[config.mk]
export PLATFORM = sky130hd
export DESIGN_NAME = irq_route_regfile
export DESIGN_NICKNAME = d
export VERILOG_FILES = /design/src/rtl/irq_route_pkg.sv /design/src/rtl/irq_route_busdec.sv /design/src/rtl/irq_route_table.sv /design/src/rtl/irq_route_rdmux.sv /design/src/rtl/irq_route_regfile.sv
export SDC_FILE = /design/constraint.sdc
export NUM_CORES = 2
export LEC_CHECK = 0
export ABC_AREA = 1
export BUFFER_PORTS_ARGS = -buffer_cell sky130_fd_sc_hd__clkbuf_2
export CORE_ASPECT_RATIO = 0.9
export CORE_UTILIZATION = 30
export DETAILED_ROUTE_END_ITERATION = 8
export GPL_ROUTABILITY_DRIVEN = 0
export REMOVE_ABC_BUFFERS = 1
export SLEW_MARGIN = 30
export SYNTH_ARGS = -nofsm -noshare
export SYNTH_HDL_FRONTEND = slang
export SYNTH_SLANG_ARGS = --single-unit
[constraint.sdc]
create_clock -name clk -period 3.3 [get_ports clk]
set_input_delay 0.165 -clock clk [delete_from_list [all_inputs] [get_ports clk]]
set_output_delay 0.165 -clock clk [all_outputs]
set_load 0.03 [all_outputs]
[src/rtl/irq_route_pkg.sv]
package irq_route_pkg;

    // byte offsets inside the device window
    localparam logic [7:0] OFF_SEL = 8'h00;
    localparam logic [7:0] OFF_WIN = 8'h10;
    localparam logic [7:0] OFF_EOI = 8'h40;

    // select values reached through the window
    localparam logic [7:0] SEL_ID  = 8'h00;
    localparam logic [7:0] SEL_VER = 8'h01;
    localparam logic [7:0] SEL_ARB = 8'h02;
    localparam logic [7:0] SEL_TBL = 8'h10;

    typedef enum logic [2:0] {
        ACC_NONE,
        ACC_SEL_WR,
        ACC_WIN_WR,
        ACC_EOI_WR,
        ACC_SEL_RD,
        ACC_WIN_RD,
        ACC_ZERO_RD
    } acc_e;

    typedef struct packed {
        logic [7:0] dest;
        logic       mask;
        logic       trig;
        logic       rpend;
        logic       pol;
        logic       destmode;
        logic [2:0] dmode;
        logic [7:0] vector;
    } entry_t;

    localparam entry_t ENTRY_RST = '{dest: 8'h00, mask: 1'b1, trig: 1'b0, rpend: 1'b0,
                                     pol: 1'b0, destmode: 1'b0, dmode: 3'h0, vector: 8'h00};

    // entry number addressed by a select value at or above SEL_TBL
    function automatic logic [7:0] tbl_index(input logic [7:0] sel);
        logic [7:0] off;
        off = sel - SEL_TBL;
        return {1'b0, off[7:1]};
    endfunction

    function automatic logic [31:0] entry_lo(input entry_t e);
        return {15'h0, e.mask, e.trig, e.rpend, e.pol, 1'b0, e.destmode, e.dmode, e.vector};
    endfunction

    function automatic logic [31:0] entry_hi(input entry_t e);
        return {e.dest, 24'h0};
    endfunction

endpackage

[src/rtl/irq_route_busdec.sv]
module irq_route_busdec
    import irq_route_pkg::*;
(
    input  logic       valid,
    input  logic       write,
    input  logic [7:0] addr,
    input  logic [3:0] size,
    output acc_e       kind
);

    logic aligned;
    logic size_ok;

    always_comb begin
        aligned = (addr[3:0] == 4'h0);
        size_ok = (size == 4'd4) || (size == 4'd8);
        kind    = ACC_NONE;
        if (valid) begin
            if (write) begin
                if (aligned && size_ok) begin
                    case (addr)
                        OFF_SEL: kind = ACC_SEL_WR;
                        OFF_WIN: kind = ACC_WIN_WR;
                        OFF_EOI: kind = ACC_EOI_WR;
                        default: kind = ACC_NONE;
                    endcase
                end
            end else if (!aligned) begin
                kind = ACC_ZERO_RD;
            end else begin
                case (addr)
                    OFF_SEL: kind = ACC_SEL_RD;
                    OFF_WIN: kind = ACC_WIN_RD;
                    default: kind = ACC_ZERO_RD;
                endcase
            end
        end
    end

endmodule

[src/rtl/irq_route_table.sv]
module irq_route_table
    import irq_route_pkg::*;
#(
    parameter int unsigned PINS  = 24,
    parameter int unsigned IDX_W = 5
) (
    input  logic                 clk,
    input  logic                 rst_n,
    input  logic                 wr_en,
    input  logic                 wr_hi,
    input  logic [IDX_W-1:0]     wr_idx,
    input  logic [31:0]          wdata,
    input  logic [PINS-1:0]      rp_set,
    input  logic [PINS-1:0]      rp_clr,
    output entry_t [PINS-1:0]    ents
);

    // bits of the write word that no field keeps
    logic unused_wbits;
    assign unused_wbits = ^{wdata[23:17], wdata[14], wdata[12]};

    for (genvar g = 0; g < PINS; g++) begin : g_pin
        entry_t ent_d;
        entry_t ent_q;
        logic   hit;

        always_comb begin
            hit   = wr_en && (wr_idx == IDX_W'(g));
            ent_d = ent_q;
            if (rp_clr[g]) ent_d.rpend = 1'b0;
            if (rp_set[g]) ent_d.rpend = 1'b1;
            if (hit && !wr_hi) begin
                ent_d.vector   = wdata[7:0];
                ent_d.dmode    = wdata[10:8];
                ent_d.destmode = wdata[11];
                ent_d.pol      = wdata[13];
                ent_d.trig     = wdata[15];
                ent_d.mask     = wdata[16];
                ent_d.rpend    = 1'b0;
            end
            if (hit && wr_hi) begin
                ent_d.dest = wdata[31:24];
            end
        end

        always_ff @(posedge clk) begin
            if (!rst_n) ent_q <= ENTRY_RST;
            else        ent_q <= ent_d;
        end

        assign ents[g] = ent_q;
    end

endmodule

[src/rtl/irq_route_rdmux.sv]
module irq_route_rdmux
    import irq_route_pkg::*;
#(
    parameter int unsigned PINS    = 24,
    parameter int unsigned IDX_W   = 5,
    parameter logic [7:0]  VERSION = 8'h11
) (
    input  logic [7:0]       sel,
    input  logic [3:0]       id,
    input  entry_t [PINS-1:0] ents,
    output logic [31:0]      rdata
);

    localparam logic [7:0] LAST_PIN = 8'(PINS - 1);

    logic [7:0]       tidx;
    logic             in_tbl;
    logic [IDX_W-1:0] safe_idx;
    entry_t           pick;

    always_comb begin
        tidx     = tbl_index(sel);
        in_tbl   = (sel >= SEL_TBL) && (32'(tidx) < 32'(PINS));
        safe_idx = in_tbl ? tidx[IDX_W-1:0] : '0;
        pick     = ents[safe_idx];
        rdata    = 32'h0;
        if (sel == SEL_ID || sel == SEL_ARB) begin
            rdata = {4'h0, id, 24'h0};
        end else if (sel == SEL_VER) begin
            rdata = {8'h00, LAST_PIN, 8'h00, VERSION};
        end else if (in_tbl) begin
            rdata = sel[0] ? entry_hi(pick) : entry_lo(pick);
        end
    end

endmodule

[src/rtl/irq_route_regfile.sv]
module irq_route_regfile
    import irq_route_pkg::*;
#(
    parameter int unsigned PINS    = 24,
    parameter logic [7:0]  VERSION = 8'h11,
    localparam int unsigned IDX_W  = (PINS > 1) ? $clog2(PINS) : 1
) (
    input  logic                clk,
    input  logic                rst_n,
    input  logic                bus_valid,
    input  logic                bus_write,
    input  logic [7:0]          bus_addr,
    input  logic [3:0]          bus_size,
    input  logic [31:0]         bus_wdata,
    output logic [31:0]         bus_rdata,
    output logic                bus_rvalid,
    input  logic [PINS-1:0]     svc_rpend_set,
    input  logic [PINS-1:0]     svc_rpend_clr,
    output logic [PINS*8-1:0]   ent_vector,
    output logic [PINS*3-1:0]   ent_dmode,
    output logic [PINS-1:0]     ent_destmode,
    output logic [PINS-1:0]     ent_pol,
    output logic [PINS-1:0]     ent_trig,
    output logic [PINS-1:0]     ent_mask,
    output logic [PINS-1:0]     ent_rpend,
    output logic [PINS*8-1:0]   ent_dest,
    output logic                upd_pulse,
    output logic [IDX_W-1:0]    upd_index,
    output logic                eoi_valid,
    output logic [7:0]          eoi_vector
);

    typedef struct packed {
        logic [7:0]       sel;
        logic [3:0]       id;
        logic [31:0]      rdata;
        logic             rvalid;
        logic             upd;
        logic [IDX_W-1:0] upd_idx;
        logic             eoi;
        logic [7:0]       eoi_vec;
    } ctl_t;

    ctl_t              st_d;
    ctl_t              st_q;
    acc_e              acc;
    entry_t [PINS-1:0] ents;
    logic [31:0]       win_rdata;
    logic              tbl_wr_en;
    logic              tbl_hit;
    logic [7:0]        tidx;
    logic [7:0]        sel_q;

    assign sel_q = st_q.sel;

    irq_route_busdec u_dec (
        .valid (bus_valid),
        .write (bus_write),
        .addr  (bus_addr),
        .size  (bus_size),
        .kind  (acc)
    );

    irq_route_table #(.PINS(PINS), .IDX_W(IDX_W)) u_tbl (
        .clk    (clk),
        .rst_n  (rst_n),
        .wr_en  (tbl_wr_en),
        .wr_hi  (st_q.sel[0]),
        .wr_idx (tidx[IDX_W-1:0]),
        .wdata  (bus_wdata),
        .rp_set (svc_rpend_set),
        .rp_clr (svc_rpend_clr),
        .ents   (ents)
    );

    irq_route_rdmux #(.PINS(PINS), .IDX_W(IDX_W), .VERSION(VERSION)) u_rd (
        .sel   (st_q.sel),
        .id    (st_q.id),
        .ents  (ents),
        .rdata (win_rdata)
    );

    always_comb begin
        tidx      = tbl_index(st_q.sel);
        tbl_hit   = (st_q.sel >= SEL_TBL) && (32'(tidx) < 32'(PINS));
        tbl_wr_en = 1'b0;

        st_d         = st_q;
        st_d.rdata   = 32'h0;
        st_d.rvalid  = 1'b0;
        st_d.upd     = 1'b0;
        st_d.upd_idx = '0;
        st_d.eoi     = 1'b0;
        st_d.eoi_vec = 8'h0;

        case (acc)
            ACC_SEL_WR: st_d.sel = bus_wdata[7:0];
            ACC_WIN_WR: begin
                if (st_q.sel == SEL_ID) begin
                    st_d.id = bus_wdata[27:24];
                end else if (tbl_hit) begin
                    tbl_wr_en    = 1'b1;
                    st_d.upd     = 1'b1;
                    st_d.upd_idx = tidx[IDX_W-1:0];
                end
            end
            ACC_EOI_WR: begin
                st_d.eoi     = 1'b1;
                st_d.eoi_vec = bus_wdata[7:0];
            end
            ACC_SEL_RD: begin
                st_d.rvalid = 1'b1;
                st_d.rdata  = {24'h0, st_q.sel};
            end
            ACC_WIN_RD: begin
                st_d.rvalid = 1'b1;
                st_d.rdata  = win_rdata;
            end
            ACC_ZERO_RD: st_d.rvalid = 1'b1;
            default: ;
        endcase
    end

    always_ff @(posedge clk) begin
        if (!rst_n) st_q <= '0;
        else        st_q <= st_d;
    end

    assign bus_rdata  = st_q.rdata;
    assign bus_rvalid = st_q.rvalid;
    assign upd_pulse  = st_q.upd;
    assign upd_index  = st_q.upd_idx;
    assign eoi_valid  = st_q.eoi;
    assign eoi_vector = st_q.eoi_vec;

    for (genvar g = 0; g < PINS; g++) begin : g_out
        assign ent_vector[g*8 +: 8] = ents[g].vector;
        assign ent_dmode[g*3 +: 3]  = ents[g].dmode;
        assign ent_destmode[g]      = ents[g].destmode;
        assign ent_pol[g]           = ents[g].pol;
        assign ent_trig[g]          = ents[g].trig;
        assign ent_mask[g]          = ents[g].mask;
        assign ent_rpend[g]         = ents[g].rpend;
        assign ent_dest[g*8 +: 8]   = ents[g].dest;
    end

endmodule

# Word-level counts from Yosys, hierarchy flattened
# Cells that the tools add are included.
# totals
register_bits	636
inputBits	96
wordCells	444
# op_classes
n_addsub	1
order_cmp	3
n_eq_ne	35
muxes	68
n_bitwise	3
reduce_logical	134
# ops
op	n
$mux 32	4
$bmux 24 s5	1
$logic_and 1x1->1	74
$pmux 32 s2	1
$mux 1	52
$reduce_bool 2->1	24
$reduce_or 2->1	24
$eq 5x4->1 const B	8
$eq 5x5->1 const B	8
$mux 24	1
$eq 5x3->1 const B	4
$logic_not 8->1	2
$mux 3	4
$eq 5x2->1 const B	2
$eq 3x3->1 const B	3
$mux 9	1
$eq 8x1->1 const B	1
$eq 8x2->1 const B	1
$eq 8x5->1 const B	1
$eq 8x7->1 const B	1
$ge 8x5->1 const B	1
$sub 8x5->8 const B	1
$lt 7x5->1 const B	1
$eq 3x2->1 const B	2
other kinds (17)	22

# Longest topological paths before layout
# depth
depth_word	11
mapped_depth	21
mapped_depth_nobuf	18

# By module
# Synthesis repeated with hierarchy kept, for this count alone.
# unflattened
hier_cells	5355
area_unflattened_um2	33030.4
# modules_own_cells
mod	n_inst	cells_per_inst	area_per_inst_um2
irq_route_table	1	3556	24098.1
irq_route_rdmux	1	1466	6366.1
irq_route_regfile	1	287	2356.0
irq_route_busdec	1	46	210.2

# Least setup slack after synthesis
# No wires, ideal clock.
# synth_path
path_type	register to register
from	reg st_q, in the netlist sel_q[4]
to	reg u_tbl.g_pin[5].ent_q, in the netlist u_tbl.ents[127]
arrival_time_ns	2.641
t_required_ns	3.184
slack_ns	0.543
path_stages_with_launch	19
n_path_buf	5
period_less_slack_ns	2.757
path_cell_list	dfxtp_1 -> buf_2 -> inv_2 -> clkbuf_1 -> ha_1 -> inv_1 -> nand2_1 -> nand2_1 -> nor2_1 -> nand2_1 -> nor2_4 -> inv_2 -> nor2_4 -> buf_6 -> buf_6 -> nand3_1 -> buf_2 -> o21ai_0 -> nor2_1
# synth_between
elab_chain_len	8
# synth_rtl
item	line	source
start, declared	irq_route_regfile.sv:45	ctl_t st_q;
start signal, assigned	irq_route_regfile.sv:126	else st_q <= st_d;
$sub 8x5->8 (*)	irq_route_pkg.sv:41	off = sel - SEL_TBL;
via tidx[3]	irq_route_regfile.sv:51	logic [7:0] tidx;
$lt 7x5->1	irq_route_regfile.sv:85	tbl_hit = (st_q.sel >= SEL_TBL) && (32'(tidx) < 32'(PINS));
$logic_and 1x1->1	irq_route_regfile.sv:85	
$mux 1	irq_route_regfile.sv:101	end else if (tbl_hit) begin
$mux 1	irq_route_regfile.sv:99	if (st_q.sel == SEL_ID) begin
$mux 1	irq_route_regfile.sv:96	case (acc)
$logic_and 1x1->1 (*)	irq_route_table.sv:28	hit = wr_en && (wr_idx == IDX_W'(g));
$logic_and 1x1->1 (*)	irq_route_table.sv:32	if (hit && !wr_hi) begin
end signal, assigned	irq_route_table.sv:48	else ent_q <= ent_d;
end, declared	irq_route_table.sv:24	entry_t ent_q;
# Mark *: on every way through the listed nets, which the timed path passes. The rest lies on a longest branch.
# A chain may end at the register's enable or synchronous reset.

# Worst setup path after layout
# layout_path
from	reg st_q, in the netlist sel_q[5]
to	reg u_tbl.g_pin[15].ent_q, in the netlist u_tbl.ents[373]
# layout_between
elab_chain_len	9
# layout_rtl
item	line
$sub 8x5->8	irq_route_pkg.sv:41
$lt 7x5->1	irq_route_regfile.sv:85
$logic_and 1x1->1	irq_route_regfile.sv:85
$mux 1	irq_route_regfile.sv:101
$mux 1	irq_route_regfile.sv:99
$mux 1	irq_route_regfile.sv:96
$logic_and 1x1->1 (*)	irq_route_table.sv:28
$logic_and 1x1->1 (*)	irq_route_table.sv:32
$reduce_or 2->1 (no source line) (*)	--
end signal, assigned	irq_route_table.sv:48
end, declared	irq_route_table.sv:24
# Mark *: on every way between the ends. The rest lies on a longest branch, timed or not.

==> flow_metrics.tcl <==
set metrics [dict create \
    initial_core_util_pct 30.3 \
    ios 720 \
    finalNonFillerCells 6930 \
    ys_ff_latch 629 \
    drt_wl_total_um 142000 \
    power.density_nw_per_um2 441 \
    slowest_delay_ns 0.58 \
    drv_slew 0 \
    drt_iter0_drc 3275 \
    io_buffers 705 \
    synth_edf_count 0 \
    syn_avg_cell_area_sq_um 6.36 \
    track_usage_pct 25.7 \
    detail_route.wl_per_cell_um 20.5 \
    drc_errors 0 \
    dpl_cell_area_sq_um 35900 \
    vias 33200 \
    clock_power_share_pct 50.7 \
    grt_setup_unrepaired "yes" \
    coreArea_sq_um 104000 \
    min_from "bus_valid" \
    syn-instance-count 4939 \
    cts_tree "done" \
    crit_top_cell "inv_1" \
    fin_crit_sh_pct 94.8 \
    htree_num_levels 3 \
    dp.cells 6725 \
    areaGrowthSynthToFinish_pct 24.8 \
    crit_path_start "sel_q[5]$_SDFFE_PN0N_" \
    synth_xor_area_share_pct 0 \
    relSlewSlack_pct 42.1 \
    grt_pass1_wl_um 201000 \
    dp_hpwl_um 97200 \
    clock-sinks 629 \
    drv_cap 0 \
    mostFrequentLayoutCells "1110 x inv_1, 884 x nand2_1, 704 x clkbuf_2" \
    yosysTopAreaCellShare_pct 40.1 \
    synth-main-ff-cell "dfxtp_1" \
    antenna_found_initial 4 \
    multi_input_comb_area_sq_um 13000 \
    grt_pass1_vias 29400 \
    ir_worst_vdd_v 0.000375 \
    hold_class "input pin to flop" \
    fin_nets 5598 \
    netlist_area_sq_um 31400 \
    yosysTopAreaCell "dfxtp_1" \
    timing.final.setup_violations 0 \
    clk_pin_slew_ns 0.06 \
    seqPwrFrac_pct 44.3 \
    ys_seq_area_share_pct 40.1 \
    dr.pass1.iters 5 \
    fmax_ghz 0.320 \
    die_area_sq_um 106000 \
    synth_cell_type_count 29 \
    hold_viol_final 0 \
    p_leak_nw 18.7 \
    synthAdderAreaFrac_pct 0.0797 \
    finalClockSkew_ns 0.0178 \
    endpoint_kind "flop" \
    clk_path_buf_depth 3 \
    arrival_ns 3.69 \
    ys_top_cells_by_area "dfxtp_1 40%, inv_1 13%, nand2_1 11%" \
    fin_crit_ns 3.13 \
    fin_area_sq_um 39200 \
    row_count 112 \
    intPower_mw 13.0 \
    power_frac_comb_pct 5.1 \
    synth_compound_area_share_pct 16.7 \
    synth_top_family_by_area "simple AND/OR/NAND/NOR gates" \
    start_kind "flop" \
    tightest_slew_ns 0.868 \
    critPathMaxFanout 29 \
    final_common_cell "inv_1" \
    insertion_delay_ns 0.65 \
    ant_nets 0 \
    cts_made_buffers 79 \
    yosysWarningCount 0 \
    regArea_sq_um 12600 \
    grt_max_degree 184 \
    crit_chain "inv_1, ha_1, inv_1, nand2_1, nor2_1, nand2_1, nor2_4, inv_2, nor2_1, nand3_1, buf_4, o211ai_1, dlygate4sd3_1, inv_1" \
    die_w_um 343 \
    switching_share_pct 24.6 \
    path_class "flop to flop" \
    drive_above_1_share_pct 17.3 \
    synth-simple-area-share_pct 24.2 \
    dieHeight_um 309 \
    power_switching_mw 4.26 \
    viasPerCell 4.79 \
    synthMuxAreaShare_pct 0 \
    r2r_start "sel_q[5]$_SDFFE_PN0N_" \
    n_fill_cell 11000 \
    synth_async_sr_flop_share_pct 0 \
    slowest_stage "dlygate4sd3_1" \
    status "finished, final reports clean" \
    cts-root-buf "clkbuf_16" \
    grt-ovfl-total 0 \
    cp.required_ns 3.86 \
]
-- registers in the layout, indices dropped and copies added, names as in the netlist --
name        cells
upd_pulse       1
bus_rvalid      1
u_tbl.ents    576
eoi_vector      8
bus_rdata      25
st_q            4
eoi_valid       1
sel_q           8
upd_index       5
-- final cells by class --
class	instances	area share, %
multi-input cells	2810	33.2
flip-flops and latches	629	32.1
repair buffers	860	12.9
inverters	1120	10.7
clock buffers	119	6.13
well taps	1368	4.37
clock inverters	20	0.463
diodes	4	0.0255
-- synthesized netlist by cell type (2+ instances only) --
cell type / count
inv_1: 1114
nand2_1: 884
dfxtp_1: 629
nor2_1: 624
o21ai_0: 546
nand3_1: 283
clkbuf_1: 249
o211ai_1: 146
a21oi_1: 121
buf_2: 70
o21ai_1: 69
o221ai_1: 53
buf_4: 46
nand4_1: 38
buf_1: 17
nand3_2: 12
nor3_1: 10
or3_1: 7
clkinv_1: 4
nor2_4: 4
buf_6: 3
ha_1: 2
inv_2: 2
-- metrics by stage --
stage | hold WS (ns) | setup TNS, ns | power, mW | setup slack, ns | utilization (%)
after floorplan | 0.249 | -293.35 | 8.15 | -9.22 | -
after CTS | 0.0346 | 0 | 17.4 | 0.153 | 37.7
after detailed placement | 0.393 | 0 | 8.61 | 0.279 | 34.7
after global placement | 0.386 | 0 | 8.61 | 0.333 | 34.7
after global routing | 0.0843 | -0.0516 | 17.8 | -0.0516 | 37.8
final | 0.0677 | 0 | 17.3 | 0.173 | 37.8
-- what timing repair did --
action / in CTS / in global routing
hold buffers: 59 / 0
setup endpoints to repair: 0 / 16
endpoints found under the hold margin: 69 / 0
setup buffers: 0 / 2
gates resized for setup: 0 / 5
-- cell families after synthesis --
group	after synthesis
flops	629
compound gates	936
simple gates	1866
other cells	1
buf+inv	1505
fa+ha+maj	2
-- worst paths after layout --
check                                                    end  slack (ns)  depth (start not counted)
worst max register to register  u_tbl.ents[373]$_SDFFE_PP0P_        0.17                         14
worst min register to register  u_tbl.ents[306]$_SDFFE_PN0P_        0.46                          2
worst max-delay path            u_tbl.ents[373]$_SDFFE_PP0P_        0.17                         14
worst min-delay path                bus_rdata[16]$_SDFF_PN0_        0.07                          5
-- critical path: cells and delay by family (launching register included) --
family	cells	cell delay, ns
buf+inv	6	1.23
simple gates	6	1.08
flops	1	0.37
fa+ha+maj	1	0.17
compound gates	1	0.15
-- power groups by stage --
| stage | registers, mW | clock network, mW | logic [mW] |
|---|---|---|---|
| after floorplan | 7.86 | 0 | 0.290 |
| after global placement | 7.82 | 0 | 0.790 |
| after detailed placement | 7.82 | 0 | 0.794 |
| after CTS | 7.65 | 8.91 | 0.857 |
| after global routing | 7.65 | 9.23 | 0.950 |
| final | 7.65 | 8.77 | 0.876 |
-- per-layer routing --
metal / wire [um] / up-vias / track usage (%)
met3: 13000 / 280 / 6.43
li1: - / 16200 / -
met4: 7470 / 0 / 12.2
met1: 61300 / 15300 / 34.6
met5: 0 / - / 0
met2: 60400 / 1455 / 38.2
Power figures use the tool's default switching activity.
